--- src/rtl/owire_resp_pkg.sv ---
package owire_resp_pkg;

  typedef enum logic [3:0] {
    ST_IDLE,
    ST_CONFIRM,
    ST_READ,
    ST_WSAMP,
    ST_WZERO,
    ST_WAIT_HI,
    ST_RST_HI,
    ST_PDELAY,
    ST_PLOW
  } ow_state_e;

  function automatic int unsigned max_u(input int unsigned a, input int unsigned b);
    return (a > b) ? a : b;
  endfunction

endpackage

--- src/rtl/owire_line_sync.sv ---
module owire_line_sync #(
  parameter int unsigned STAGES = 2
) (
  input  logic clk,
  input  logic rst_n,
  input  logic line_raw,
  output logic line_s,
  output logic line_fall
);
  logic [STAGES-1:0] sh_q;
  logic              prev_q;

  // the line idles high, so reset fills the chain with ones
  always_ff @(posedge clk) begin
    if (!rst_n) begin
      sh_q   <= '1;
      prev_q <= 1'b1;
    end else begin
      sh_q   <= {sh_q[STAGES-2:0], line_raw};
      prev_q <= sh_q[STAGES-1];
    end
  end

  assign line_s    = sh_q[STAGES-1];
  assign line_fall = prev_q & ~line_s;
endmodule

--- src/rtl/owire_low_meter.sv ---
module owire_low_meter #(
  parameter int unsigned LIMIT = 24000
) (
  input  logic clk,
  input  logic rst_n,
  input  logic line_s,
  output logic long_low
);
  localparam int unsigned CW = $clog2(LIMIT + 1);

  logic [CW-1:0] cnt_q;

  // saturates at LIMIT so one long low reports only once
  always_ff @(posedge clk) begin
    if (!rst_n)                  cnt_q <= '0;
    else if (line_s)             cnt_q <= '0;
    else if (cnt_q != CW'(LIMIT)) cnt_q <= cnt_q + 1'b1;
  end

  assign long_low = ~line_s && (cnt_q == CW'(LIMIT - 1));
endmodule

--- src/rtl/owire_slot_timer.sv ---
module owire_slot_timer #(
  parameter int unsigned TMAX = 6000
) (
  input  logic                      clk,
  input  logic                      rst_n,
  input  logic                      clr,
  output logic [$clog2(TMAX+1)-1:0] t
);
  localparam int unsigned TW = $clog2(TMAX + 1);

  always_ff @(posedge clk) begin
    if (!rst_n)              t <= '0;
    else if (clr)            t <= '0;
    else if (t != TW'(TMAX)) t <= t + 1'b1;
  end
endmodule

--- src/rtl/owire_bit_responder.sv ---
module owire_bit_responder
  import owire_resp_pkg::*;
#(
  parameter int unsigned CLKS_PER_US  = 50,
  parameter int unsigned SYNC_STAGES  = 2,
  parameter int unsigned GLITCH_US    = 1,
  parameter int unsigned SAMPLE_US    = 30,
  parameter int unsigned HOLD_US      = 30,
  parameter int unsigned SLOT_MAX_US  = 120,
  parameter int unsigned RESET_US     = 480,
  parameter int unsigned PRES_DLY_US  = 30,
  parameter int unsigned PRES_WID_US  = 120
) (
  input  logic clk,
  input  logic rst_n,
  input  logic bus_in,
  output logic pull_low,
  output logic rx_valid,
  output logic rx_bit,
  output logic reset_seen,
  input  logic tx_valid,
  input  logic tx_bit,
  output logic tx_ready
);
  localparam int unsigned GL_C   = GLITCH_US   * CLKS_PER_US;
  localparam int unsigned SAMP_C = SAMPLE_US   * CLKS_PER_US;
  localparam int unsigned HOLD_C = HOLD_US     * CLKS_PER_US;
  localparam int unsigned SMAX_C = SLOT_MAX_US * CLKS_PER_US;
  localparam int unsigned RST_C  = RESET_US    * CLKS_PER_US;
  localparam int unsigned PDLY_C = PRES_DLY_US * CLKS_PER_US;
  localparam int unsigned PWID_C = PRES_WID_US * CLKS_PER_US;
  localparam int unsigned TMAX   = max_u(max_u(SMAX_C, PWID_C),
                                         max_u(max_u(PDLY_C, HOLD_C), SAMP_C));
  localparam int unsigned TW     = $clog2(TMAX + 1);

  logic          bus_s, bus_fall, long_low;
  logic [TW-1:0] t;
  logic          t_clr;
  ow_state_e     state_q, state_d;
  logic          bit_q;
  logic          rx_v_d, rx_b_d, pull_d;
  logic          confirm;

  owire_line_sync #(.STAGES(SYNC_STAGES)) u_sync (
    .clk      (clk),
    .rst_n    (rst_n),
    .line_raw (bus_in),
    .line_s   (bus_s),
    .line_fall(bus_fall)
  );

  owire_low_meter #(.LIMIT(RST_C)) u_lowm (
    .clk     (clk),
    .rst_n   (rst_n),
    .line_s  (bus_s),
    .long_low(long_low)
  );

  owire_slot_timer #(.TMAX(TMAX)) u_tmr (
    .clk  (clk),
    .rst_n(rst_n),
    .clr  (t_clr),
    .t    (t)
  );

  // slot confirmation: line still low once the deglitch time has run
  assign confirm  = (state_q == ST_CONFIRM) && !bus_s && (t == TW'(GL_C - 1)) && !long_low;
  assign tx_ready = confirm;

  always_comb begin
    state_d = state_q;
    t_clr   = 1'b0;
    rx_v_d  = 1'b0;
    rx_b_d  = 1'b0;
    unique case (state_q)
      ST_IDLE: if (bus_fall) begin
        state_d = ST_CONFIRM;
        t_clr   = 1'b1;
      end
      ST_CONFIRM: begin
        if (bus_s)        state_d = ST_IDLE;
        else if (confirm) state_d = tx_valid ? ST_READ : ST_WSAMP;
      end
      ST_READ: if (t == TW'(HOLD_C - 1)) state_d = ST_WAIT_HI;
      ST_WSAMP: if (t == TW'(SAMP_C - 1)) begin
        if (bus_s) begin
          rx_v_d  = 1'b1;
          rx_b_d  = 1'b1;
          state_d = ST_WAIT_HI;
        end else begin
          state_d = ST_WZERO;
        end
      end
      ST_WZERO: begin
        if (bus_s) begin
          rx_v_d  = 1'b1;
          state_d = ST_IDLE;
        end else if (t == TW'(SMAX_C - 1)) begin
          state_d = ST_WAIT_HI;
        end
      end
      ST_WAIT_HI: if (bus_s) state_d = ST_IDLE;
      ST_RST_HI: if (bus_s) begin
        state_d = ST_PDELAY;
        t_clr   = 1'b1;
      end
      ST_PDELAY: if (t == TW'(PDLY_C - 1)) begin
        state_d = ST_PLOW;
        t_clr   = 1'b1;
      end
      ST_PLOW: if (t == TW'(PWID_C - 1)) state_d = ST_WAIT_HI;
      default: state_d = ST_IDLE;
    endcase
    // a reset-length low wins over every state
    if (long_low) begin
      state_d = ST_RST_HI;
      rx_v_d  = 1'b0;
    end
  end

  assign pull_d = ((state_d == ST_READ) && !((state_q == ST_CONFIRM) ? tx_bit : bit_q))
                || (state_d == ST_PLOW);

  always_ff @(posedge clk) begin
    if (!rst_n) begin
      state_q    <= ST_IDLE;
      bit_q      <= 1'b1;
      pull_low   <= 1'b0;
      rx_valid   <= 1'b0;
      rx_bit     <= 1'b0;
      reset_seen <= 1'b0;
    end else begin
      state_q    <= state_d;
      if (confirm && tx_valid) bit_q <= tx_bit;
      pull_low   <= pull_d;
      rx_valid   <= rx_v_d;
      rx_bit     <= rx_b_d;
      reset_seen <= long_low;
    end
  end
endmodule

--- config.mk ---
export PLATFORM = sky130hd
export DESIGN_NAME = owire_bit_responder
export DESIGN_NICKNAME = d
export VERILOG_FILES = /design/src/rtl/owire_resp_pkg.sv /design/src/rtl/owire_line_sync.sv /design/src/rtl/owire_low_meter.sv /design/src/rtl/owire_slot_timer.sv /design/src/rtl/owire_bit_responder.sv
export SDC_FILE = /design/constraint.sdc
export NUM_CORES = 1
export LEC_CHECK = 0
export BUFFER_PORTS_ARGS = -buffer_cell sky130_fd_sc_hd__buf_2
export CORE_MARGIN = 1
export CORE_UTILIZATION = 46
export DETAILED_ROUTE_END_ITERATION = 8
export GPL_TIMING_DRIVEN = 0
export PLACE_DENSITY = 0.67
export SKIP_LAST_GASP = 1
export SYNTH_ARGS = -nofsm -noshare
export SYNTH_HDL_FRONTEND = slang
export SYNTH_SLANG_ARGS = --single-unit
--- constraint.sdc ---
create_clock -name clk -period 1.8 [get_ports clk]
set_input_delay 0.18 -clock clk [delete_from_list [all_inputs] [get_ports clk]]
set_output_delay 0.18 -clock clk [all_outputs]
set_load 0.05 [all_outputs]
==> summary.txt <==
Synth
  • FFs w/ async S/R, synth: 0%
  • Synthesized cell area: 1990 sq um
  • Post-synth EDFFs: 0
  • Synthesized area per cell: 8.49 sq um
  • Top cells by area, synth: dfxtp_1 (40%), nor2_1 (8.5%), xnor2_1 (7.5%), nand3_1 (3.5%), and3_1 (3.5%)
  • Seq/Total Area, Yosys: 40.3%
  • Yosys reg bits: 40
  • Ys flop type: dfxtp_1
  • Yosys cell types: 42
  • Synth warn: 0
  • Top cell type's share of synthesized area: 40.3%
  • Gate Count Post-Synth: 234
  • Syn Nets: 244
  • Synth area leader: dfxtp_1

Layout
  • Filler instances: 380
  • Nets: 264
  • Leading cell types in the layout, fill and taps excluded: nor2_1 (43), dfxtp_1 (30), xnor2_1 (17)
  • Total inserted antenna cells: 0
  • Area delta synth->final: 21.0%
  • Most common cell after layout, fill and taps aside: nor2_1
  • Layout cell share with drive strength beyond 1: 24.7%

Floorplan
  • Top Ports: 10
  • Die area: 4580 sq um
  • Rows: 23
  • Die Ht: 67.7 um
  • Core footprint: 4090 sq um
  • Die Wd: 67.7 um
  • Initial Util: 48.6%

Drt
  • Vias/cell: 5.31
  • Drt first-iter violations: 64
  • DR pass1 iterations: 6
  • Final ANT Viol Nets: 0
  • Vias: 1620
  • Routed wire length: 3.84 mm
  • Wire per inst: 12.6 um
  • Drt drc: 0

STA
  • Final TNS setup: -139 ps
  • Final period utilization: 104%
  • Slew Viols, Final: 0
  • Count of endpoints failing setup in the final report: 3
  • Hold Vio Cnt, Final: 0
  • Minimum clock period after layout: 1860 ps
  • Worst slew margin: 67.7%
  • Fmax: 0.536 GHz
  • Worst clock skew: 14.3 ps
  • Final worst setup slack: -64.6 ps
  • Worst slew pin tran: 480 ps
  • RSZ-0062 raised after global routing: true

Pwr
  • Internal: 1.28 mW
  • VDD IR-drop max: 541 uV
  • Share of total power in sequential cells: 54.5%
  • Pwr dens: 686 nW/um^2
  • Clock share of power: 41.0%
  • LEAKAGE: 0.858 nW
  • Switching part of the total: 22.4%
  • Combinational power share: 4.5%
  • Net Sw Power: 0.370 mW

Run
  • Max_cap viols: 0

Setup path
  • Critical Path RT: 1620 ps
  • Critical path peak fanout: 3
  • CP Launch Type: flop
  • CP Data Arrival Time: 1680 ps
  • R2r setup slk: -50 ps
  • Reg2Reg Depth: 7
  • Crit Path Category: flop to output port
  • Worst reg2reg endpoint: pull_low$_SDFF_PN0_
  • Worst setup EP type: output port
  • Reg2Reg Launch Point: u_tmr.t[0]$_SDFFE_PP0P_

Clock tree
  • H-Tree Depth: 2
  • Clock Latency Late Sink: 290 ps
  • Root buffer cell: clkbuf_8
  • TritonCTS clock tree: done
  • Clock transition at the registers of the reported paths: 90 ps
  • Maximum root-to-sink buffer count: 2
  • Inserted Clock Buffers: 5
  • CTS Sinks: 40

Place
  • Dpl ws: -241 ps
  • Dpl hpwl: 2.68 mm
  • Final Wtd Congestion: 0.770
  • Port Buf Inserts: 9

GRT
  • Vias in the first global route: 1484
  • Total GRT Usage: 19.4%
  • Initial antenna violation count: 0
  • Total gr overflow: 0
  • Largest net degree at the start of global routing: 14
  • First-pass GRT wire length: 6.58 mm

Hold path
  • Hold_sp: bus_in
  • HP Class: input pin to flop
  • Hold Path Sink: u_sync.sh_q[0]$_SDFF_PN1_
  • Hold Path Depth: 2

Outcome
  • Outcome: finished, violations left
  • Violated checks: negative setup slack
[registers in the layout (all words and copies together) (netlist names)]
register / count
u_lowm.cnt_q: 15
state_q: 4
rx_bit: 1
reset_seen: 1
u_sync.sh_q: 2
u_tmr.t: 13
rx_valid: 1
u_sync.prev_q: 1
bit_q: 1
pull_low: 1
[final cells by class]
cell class	count	area (sq um)	share of cell area, %
multi-input combinational	173	1210	50.2
inverter	10	37.5	1.56
clock inverter	2	12.5	0.521
timing repair buffer	17	128	5.31
tap	50	62.6	2.60
clock buffer	6	93.8	3.90
buffer	7	42.5	1.77
sequential	40	821	34.1
[worst max-delay path by stage]
stage | start | endpoint
final | state_q[1]$_SDFF_PN0_ | tx_ready
after global routing | state_q[1]$_SDFF_PN0_ | tx_ready
after detailed placement | state_q[2]$_SDFF_PN0_ | state_q[2]$_SDFF_PN0_
after global placement | state_q[2]$_SDFF_PN0_ | state_q[2]$_SDFF_PN0_
after CTS | u_tmr.t[1]$_SDFFE_PP0P_ | pull_low$_SDFF_PN0_
after floorplan | u_lowm.cnt_q[0]$_SDFFE_PP0P_ | state_q[2]$_SDFF_PN0_
[logic make-up (layout without fill, tap and decap cells)]
group                    count (synthesis)  after routing  share of synthesized area (%)
flip-flops                              40             40                           40.3
multiplexers                             3              3                           1.64
AO/OA/AOI/OAI                           19             19                           7.12
adder cells (fa/ha/maj)                  5              5                           3.15
AND/OR/NAND/NOR                        122            122                           32.5
XOR/XNOR                                24             24                           10.6
buffers and inverters                   21             42                           4.66
[stage by stage]
step	hold WS [ps]	power [mW]	cells	util, %	area [sq um]
2_1_floorplan	281	0.965	234	-	2060
3_3_place_gp	366	0.983	293	53.1	2170
3_5_place_dp	365	0.985	293	53.1	2170
4_1_cts	59.9	1.67	303	57.4	2340
5_1_grt	70.0	1.73	305	58.8	2400
6_report	64.4	1.65	305	58.8	2400
[timing repair]
action,4_1_cts,5_1_grt
setup buffers,6,2
endpoints found under the setup margin,15,16
hold buffers,0,0
gates resized for setup,19,11
endpoints found under the hold margin,0,0
pin swaps,5,3
[cells in the mapped netlist, types with 2 or more instances]
cell       number
a21oi_1         4
nand4_1         3
nor3b_1         2
nor4_1          4
nor2_1         45
and3_1         11
nand4bb_1       2
and4_1          3
nand2_1        13
mux2_2          2
nand3_1        14
ha_1            5
a31oi_1         3
xnor2_1        17
o21ai_0         3
nand2b_1        4
inv_1          10
and2_1          5
nor4b_1         3
dfxtp_1        40
nor3_1          5
clkbuf_1        7
and4b_1         2
buf_2           2
nor4bb_1        2
xor2_1          7
[power by group through the flow]
stage               sequential, mW  clock [mW]  combinational, mW
finish                       0.900       0.676             0.0742
global route                 0.901       0.745             0.0847
CTS                          0.901       0.694             0.0741
detailed placement           0.925           0             0.0601
global placement             0.925           0             0.0585
floorplan                    0.923           0             0.0417
[worst max-delay path, stage by stage (launching register included)]
cell,delay (ps)
dfxtp_4,360
or4b_4,550
nor2_4,120
nand2_2,80
nor2_4,110
buf_8,160
[metal layers]
layer | share of wire (%) | GRT usage [%] | vias to the layer above
met5 | 0 | 0 | -
met4 | 1.3 | 8.24 | 0
met3 | 2.5 | 4.73 | 5
met2 | 46 | 31.7 | 16
met1 | 50 | 23.9 | 751
li1 | - | - | 848
(Power assumes the default switching activity.)
